--- src/rtl/wg_pkg.sv ---
package wg_pkg;
   localparam int STATUS_W = 8;
   localparam int POS_RDY  = 0;
   localparam int POS_WEN  = 1;
   localparam int POS_BP0  = 2;
   localparam int POS_BP1  = 3;

   typedef enum logic [1:0] {
      BP_NONE    = 2'b00,
      BP_QUARTER = 2'b01,
      BP_HALF    = 2'b10,
      BP_ALL     = 2'b11
   } bp_level_e;
endpackage

--- src/rtl/wg_enable_latch.sv ---
module wg_enable_latch (
   input  logic clk,
   input  logic rst_n,
   input  logic wp_hi,
   input  logic busy,
   input  logic op_wren,
   input  logic op_wrdi,
   input  logic cycle_done,
   output logic wen_q
);
   logic hard_clear;
   logic soft_clear;
   logic soft_set;

   assign hard_clear = !wp_hi || cycle_done;
   assign soft_clear = !busy && op_wrdi;
   assign soft_set   = !busy && op_wren;

   always_ff @(posedge clk) begin
      if (!rst_n)          wen_q <= 1'b0;
      else if (hard_clear) wen_q <= 1'b0;
      else if (soft_clear) wen_q <= 1'b0;
      else if (soft_set)   wen_q <= 1'b1;
   end

   a_r2_wren_sets: assert property (@(posedge clk) disable iff (!rst_n)
      (op_wren && wp_hi && !busy && !op_wrdi && !cycle_done) |=> wen_q);
   a_r3_wrdi_clears: assert property (@(posedge clk) disable iff (!rst_n)
      (op_wrdi && !busy) |=> !wen_q);
   a_r4_wp_low_clears: assert property (@(posedge clk) disable iff (!rst_n)
      !wp_hi |=> !wen_q);
   a_r5_done_clears: assert property (@(posedge clk) disable iff (!rst_n)
      cycle_done |=> !wen_q);
endmodule

--- src/rtl/wg_prot_range.sv ---
module wg_prot_range
   import wg_pkg::*;
#(
   parameter int ADDR_W = 9
) (
   input  bp_level_e          level,
   input  logic [ADDR_W-1:0]  addr,
   output logic               in_prot
);
   localparam logic [ADDR_W-1:0] HALF_BASE    = ADDR_W'(1) << (ADDR_W - 1);
   localparam logic [ADDR_W-1:0] QUARTER_BASE = ADDR_W'(3) << (ADDR_W - 2);

   generate
      if (ADDR_W < 2) begin : g_bad_width
         $error("wg_prot_range: ADDR_W must be at least 2");
      end
   endgenerate

   always_comb begin
      unique case (level)
         BP_NONE:    in_prot = 1'b0;
         BP_QUARTER: in_prot = (addr >= QUARTER_BASE);
         BP_HALF:    in_prot = (addr >= HALF_BASE);
         BP_ALL:     in_prot = 1'b1;
         default:    in_prot = 1'b1;
      endcase
   end
endmodule

--- src/rtl/wg_status_fmt.sv ---
module wg_status_fmt
   import wg_pkg::*;
(
   input  logic                busy,
   input  bp_level_e           level,
   input  logic                wen_q,
   output logic [STATUS_W-1:0] status_byte
);
   always_comb begin
      if (busy) begin
         status_byte = '1;
      end else begin
         status_byte          = '0;
         status_byte[POS_RDY] = 1'b0;
         status_byte[POS_WEN] = wen_q;
         status_byte[POS_BP0] = level[0];
         status_byte[POS_BP1] = level[1];
      end
   end
endmodule

--- src/rtl/wg_unit.sv ---
module wg_unit
   import wg_pkg::*;
#(
   parameter int         ADDR_W   = 9,
   parameter logic [1:0] BP_RESET = 2'b00
) (
   input  logic              clk,
   input  logic              rst_n,
   input  logic              op_wren,
   input  logic              op_wrdi,
   input  logic              op_wrsr,
   input  logic              op_write,
   input  logic              wp_hi,
   input  logic              busy,
   input  logic              cycle_done,
   input  logic [ADDR_W-1:0] wr_addr,
   input  logic [7:0]        sr_wdata,
   output logic [7:0]        status_byte,
   output logic              write_grant,
   output logic              sr_grant,
   output logic              req_ignored
);
   generate
      if (STATUS_W != 8) begin : g_bad_status
         $error("wg_unit: status byte must be 8 bits wide");
      end
   endgenerate

   logic      wen_q;
   logic      in_prot;
   logic      can_prog;
   logic      denied;
   bp_level_e bp_q;
   logic      unused_sr_bits;

   assign unused_sr_bits = ^{sr_wdata[7:4], sr_wdata[1:0]};

   wg_enable_latch u_latch (
      .clk        (clk),
      .rst_n      (rst_n),
      .wp_hi      (wp_hi),
      .busy       (busy),
      .op_wren    (op_wren),
      .op_wrdi    (op_wrdi),
      .cycle_done (cycle_done),
      .wen_q      (wen_q)
   );

   wg_prot_range #(.ADDR_W(ADDR_W)) u_range (
      .level   (bp_q),
      .addr    (wr_addr),
      .in_prot (in_prot)
   );

   wg_status_fmt u_status (
      .busy        (busy),
      .level       (bp_q),
      .wen_q       (wen_q),
      .status_byte (status_byte)
   );

   assign can_prog    = wp_hi && wen_q && !busy;
   assign write_grant = op_write && can_prog && !in_prot;
   assign sr_grant    = op_wrsr && can_prog;
   assign denied      = (op_write && !write_grant) || (op_wrsr && !sr_grant);

   always_ff @(posedge clk) begin
      if (!rst_n) begin
         bp_q        <= bp_level_e'(BP_RESET);
         req_ignored <= 1'b0;
      end else begin
         if (sr_grant) bp_q <= bp_level_e'(sr_wdata[POS_BP1:POS_BP0]);
         req_ignored <= denied;
      end
   end

   a_r6_grant_outside: assert property (@(posedge clk) disable iff (!rst_n)
      write_grant |-> !in_prot);
   a_r7_grant_terms: assert property (@(posedge clk) disable iff (!rst_n)
      write_grant |-> (wen_q && wp_hi && !busy));
   a_r8_bp_hold: assert property (@(posedge clk) disable iff (!rst_n)
      !sr_grant |=> $stable(bp_q));
   a_r8_bp_load: assert property (@(posedge clk) disable iff (!rst_n)
      sr_grant |=> (bp_q == $past(sr_wdata[3:2])));
   a_r10_busy_ones: assert property (@(posedge clk) disable iff (!rst_n)
      busy |-> (status_byte == 8'hFF));
   a_r11_ignored_pulse: assert property (@(posedge clk) disable iff (!rst_n)
      ((op_write && !write_grant) || (op_wrsr && !sr_grant)) |=> req_ignored);
   a_r12_busy_no_grant: assert property (@(posedge clk) disable iff (!rst_n)
      busy |-> (!write_grant && !sr_grant));
endmodule

--- config.mk ---
export PLATFORM = sky130hd
export DESIGN_NAME = wg_unit
export DESIGN_NICKNAME = d
export VERILOG_FILES = /design/src/rtl/wg_pkg.sv /design/src/rtl/wg_enable_latch.sv /design/src/rtl/wg_prot_range.sv /design/src/rtl/wg_status_fmt.sv /design/src/rtl/wg_unit.sv
export SDC_FILE = /design/constraint.sdc
export NUM_CORES = 1
export LEC_CHECK = 0
export BUFFER_PORTS_ARGS = -buffer_cell sky130_fd_sc_hd__buf_2
export CAP_MARGIN = 5
export CELL_PAD_IN_SITES_DETAIL_PLACEMENT = 0
export CELL_PAD_IN_SITES_GLOBAL_PLACEMENT = 1
export CORE_UTILIZATION = 18
export CTS_BUF_LIST = sky130_fd_sc_hd__clkbuf_2 sky130_fd_sc_hd__clkbuf_4 sky130_fd_sc_hd__clkbuf_8
export DETAILED_ROUTE_END_ITERATION = 6
export HOLD_SLACK_MARGIN = 0.15
export PLACE_DENSITY_LB_ADDON = 0.15
export SLEW_MARGIN = 40
export SYNTH_ARGS = -nofsm -noshare
export SYNTH_HDL_FRONTEND = slang
export SYNTH_SLANG_ARGS = --single-unit
--- constraint.sdc ---
create_clock -name clk -period 1.33 [get_ports clk]
set_input_delay 0 -clock clk [delete_from_list [all_inputs] [get_ports clk]]
set_output_delay 0 -clock clk [all_outputs]
set_load 0.02 [all_outputs]
==> results.toml <==
[placement]
dp_slack_ns = 0.287
dpl.cell_count = 63
place_congestion = 0.619
portBuffers = 23

[synthesis]
synth_cell_types = 16
syn_area_per_cell_um2 = 8.30
ys_seq_area_share_pct = 32.2
syn_area_um2 = 249
yosysWarningCount = 0
yosysTopAreaCellShare_pct = 32.2
synth_area_leaders = "dfxtp_1 32%, buf_4 15%, a221oi_2 6.0%"
ys_ff_latch = 4
syn-instance-count = 30
synthesis.nets = 56
synth_area_leader_cell = "dfxtp_1"

[timing]
fmax_mhz = 793
max_slew_margin_pct = 86.3
slew_violations = 0
worstMarginPinSlew_ns = 0.204
setup_viol = 0
fin_ws_ns = 0.0686
fin_crit_sh_pct = 94.8
finalHoldViolCount = 0
tns_ns = 0
finalClockSkew_ns = 0.00891
hold_ws_ns = 0.110
post-route-min-period_ns = 1.26

[clock_network]
clk_pin_slew_worst_paths_ns = 0.04
cts_root_buffer = "clkbuf_4"
htreeDepth = 1
cts_buffers = 3
cts_tree = "done"
clk_latency_ns = 0.24
clock_sinks = 4
cts_max_path_buffers = 2

[cells_and_area]
stdcell_count = 78
regArea_um2 = 81.3
area_growth_pct = 102
multiInputGateArea_um2 = 129
drive_gt1_share_pct = 47.6
n_antenna_cell = 0
nets = 91
fillers = 135

[critical_path]
critical_path.max_stage_delay_ns = 0.53
crit_path_start_kind = "input pin"
crit_buf_inv = 3
crit_path_end = "write_grant"
r2r_slack_ns = 0.40
crit_required_ns = 1.33
crit_cells = 6
path_max_fanout = 3
worst-r2r-cell-count = 3
crit_path_end_kind = "output pin"
rr_endpoint = "bp_q[1]"
r2r-start = "u_latch.wen_q"
cp_top_family = "buffers and inverters"
critical_path.cell_chain = "dlygate4sd3_1, buf_2, nand3b_1, a221oi_2, and2_1, buf_4"
worstSetupPathType = "input pin to output pin"
worst_ep_arrival_time_ns = 1.26
crit_start = "wp_hi"
critPathSlowestCell = "dlygate4sd3_1"

[grt]
grt_pass1_wl_um = 1080
grt_pass1_vias = 267
antenna_found_initial = 0
overflow = 0
grt_max_degree = 12
grt_use_total_pct = 11.2

[detailed_routing]
wl_um = 740
drc = 0
dr.first_iter.drc_count = 5
wl_per_cell_um = 9.49
avgViaCountPerCell = 4.24
vias = 331
dr.pass1.iters = 4
ant_nets = 0

[pwr]
p_leak_nw = 0.252
worst_ir_drop_vdd_v = 0.000277
p_per_area_nw_per_um2 = 757
p_total_mw = 0.381

[floorplan]
io_pins = 37
initial_core_util_pct = 19.1
dieArea_um2 = 1540
dieHeight_um = 39.2
num_rows = 13
core_um2 = 1300
dieWidth_um = 39.2

[run_status]
outcome = "completed"

[min_path]
hold_path_class = "input pin to flop"

[run]
maxCapViolCount = 0
-- worst min path at each step --
| stage | start | endpoint | slack [ns] | depth (start not counted) |
|---|---|---|---|---|
| floorplan | op_wrdi | u_latch.wen_q | 0.1 | 1 |
| global placement | op_wrdi | u_latch.wen_q | 0.18 | 2 |
| detailed placement | op_wrdi | u_latch.wen_q | 0.19 | 2 |
| CTS | wp_hi | bp_q[0] | 0.18 | 3 |
| global route | busy | u_latch.wen_q | 0.16 | 3 |
| finish | busy | u_latch.wen_q | 0.11 | 3 |
-- synthesized netlist by cell type --
master	instances
nand4b_1	1
nand3_1	2
or2_1	2
nor3b_1	1
nand2_1	2
dfxtp_1	4
a21o_1	1
a21oi_1	2
a221oi_2	1
o21ai_1	2
or2_2	1
buf_4	5
nand3b_1	2
inv_1	2
a211oi_1	1
and2_1	1
-- logic make-up after synthesis --
group	Yosys count	share of synthesized area, %
and+or+nand+nor	12	29.7
DFF	4	32.2
AOI/OAI and AO/OA	7	20.1
buffers and inverters	7	18.1
-- worst min-delay path, stage by stage --
cell      delay [ns]
buf_2           0.15
inv_1           0.09
a211oi_2        0.06
-- where the power goes --
group	switching, mW	internal [mW]
Sequential	0.00107	0.123
Combinational	0.0472	0.0559
Clock	0.0522	0.101
-- state kept, by name, indices dropped and copies added (netlist names) --
signal and cells:
req_ignored 1, bp_q 2, u_latch.wen_q 1
-- routing by layer --
metal / part of all wire [%] / track usage [%] / vias up
met1: 42 / 11.7 / 148
li1: - / - / 167
met2: 52 / 18.8 / 16
met4: 0 / 7.76 / 0
met3: 5.1 / 3.47 / 0
met5: 0 / 0 / -
-- final cells by class --
class                           count  area share (%)
Timing Repair Buffer               35            48.5
Tap cell                           15            3.73
Inverter                            2            1.49
Clock buffer                        3            4.48
Multi-Input combinational cell     19            25.6
Sequential cell                     4            16.2
-- cells in the final DEF, fill, tap and decap left out, drive strengths merged --
| cell type | netlist | final |
|---|---|---|
| a211oi | 1 | 1 |
| a21o | 1 | 1 |
| a21oi | 2 | 2 |
| a221oi | 1 | 1 |
| and2 | 1 | 1 |
| buf | 5 | 23 |
| clkbuf | 0 | 3 |
| dfxtp | 4 | 4 |
| dlygate4sd3 | 0 | 12 |
| inv | 2 | 2 |
| nand2 | 2 | 2 |
| nand3 | 2 | 2 |
| nand3b | 2 | 2 |
| nand4b | 1 | 1 |
| nor3b | 1 | 1 |
| o21ai | 2 | 2 |
| or2 | 3 | 3 |
-- per-stage QoR --
step / instance area [um^2] / utilization (%)
6_report: 503 / 38.7
3_5_place_dp: 345 / 26.5
2_1_floorplan: 249 / -
5_1_grt: 503 / 38.7
3_3_place_gp: 345 / 26.5
4_1_cts: 468 / 36.0
-- timing repair --
item	in CTS	in global routing
hold endpoints to repair	4	1
hold buffers	10	3
gates resized for setup	0	5
setup buffers	0	0
setup endpoints to repair	0	3
No activity file was read; power rests on OpenSTA's default activity.
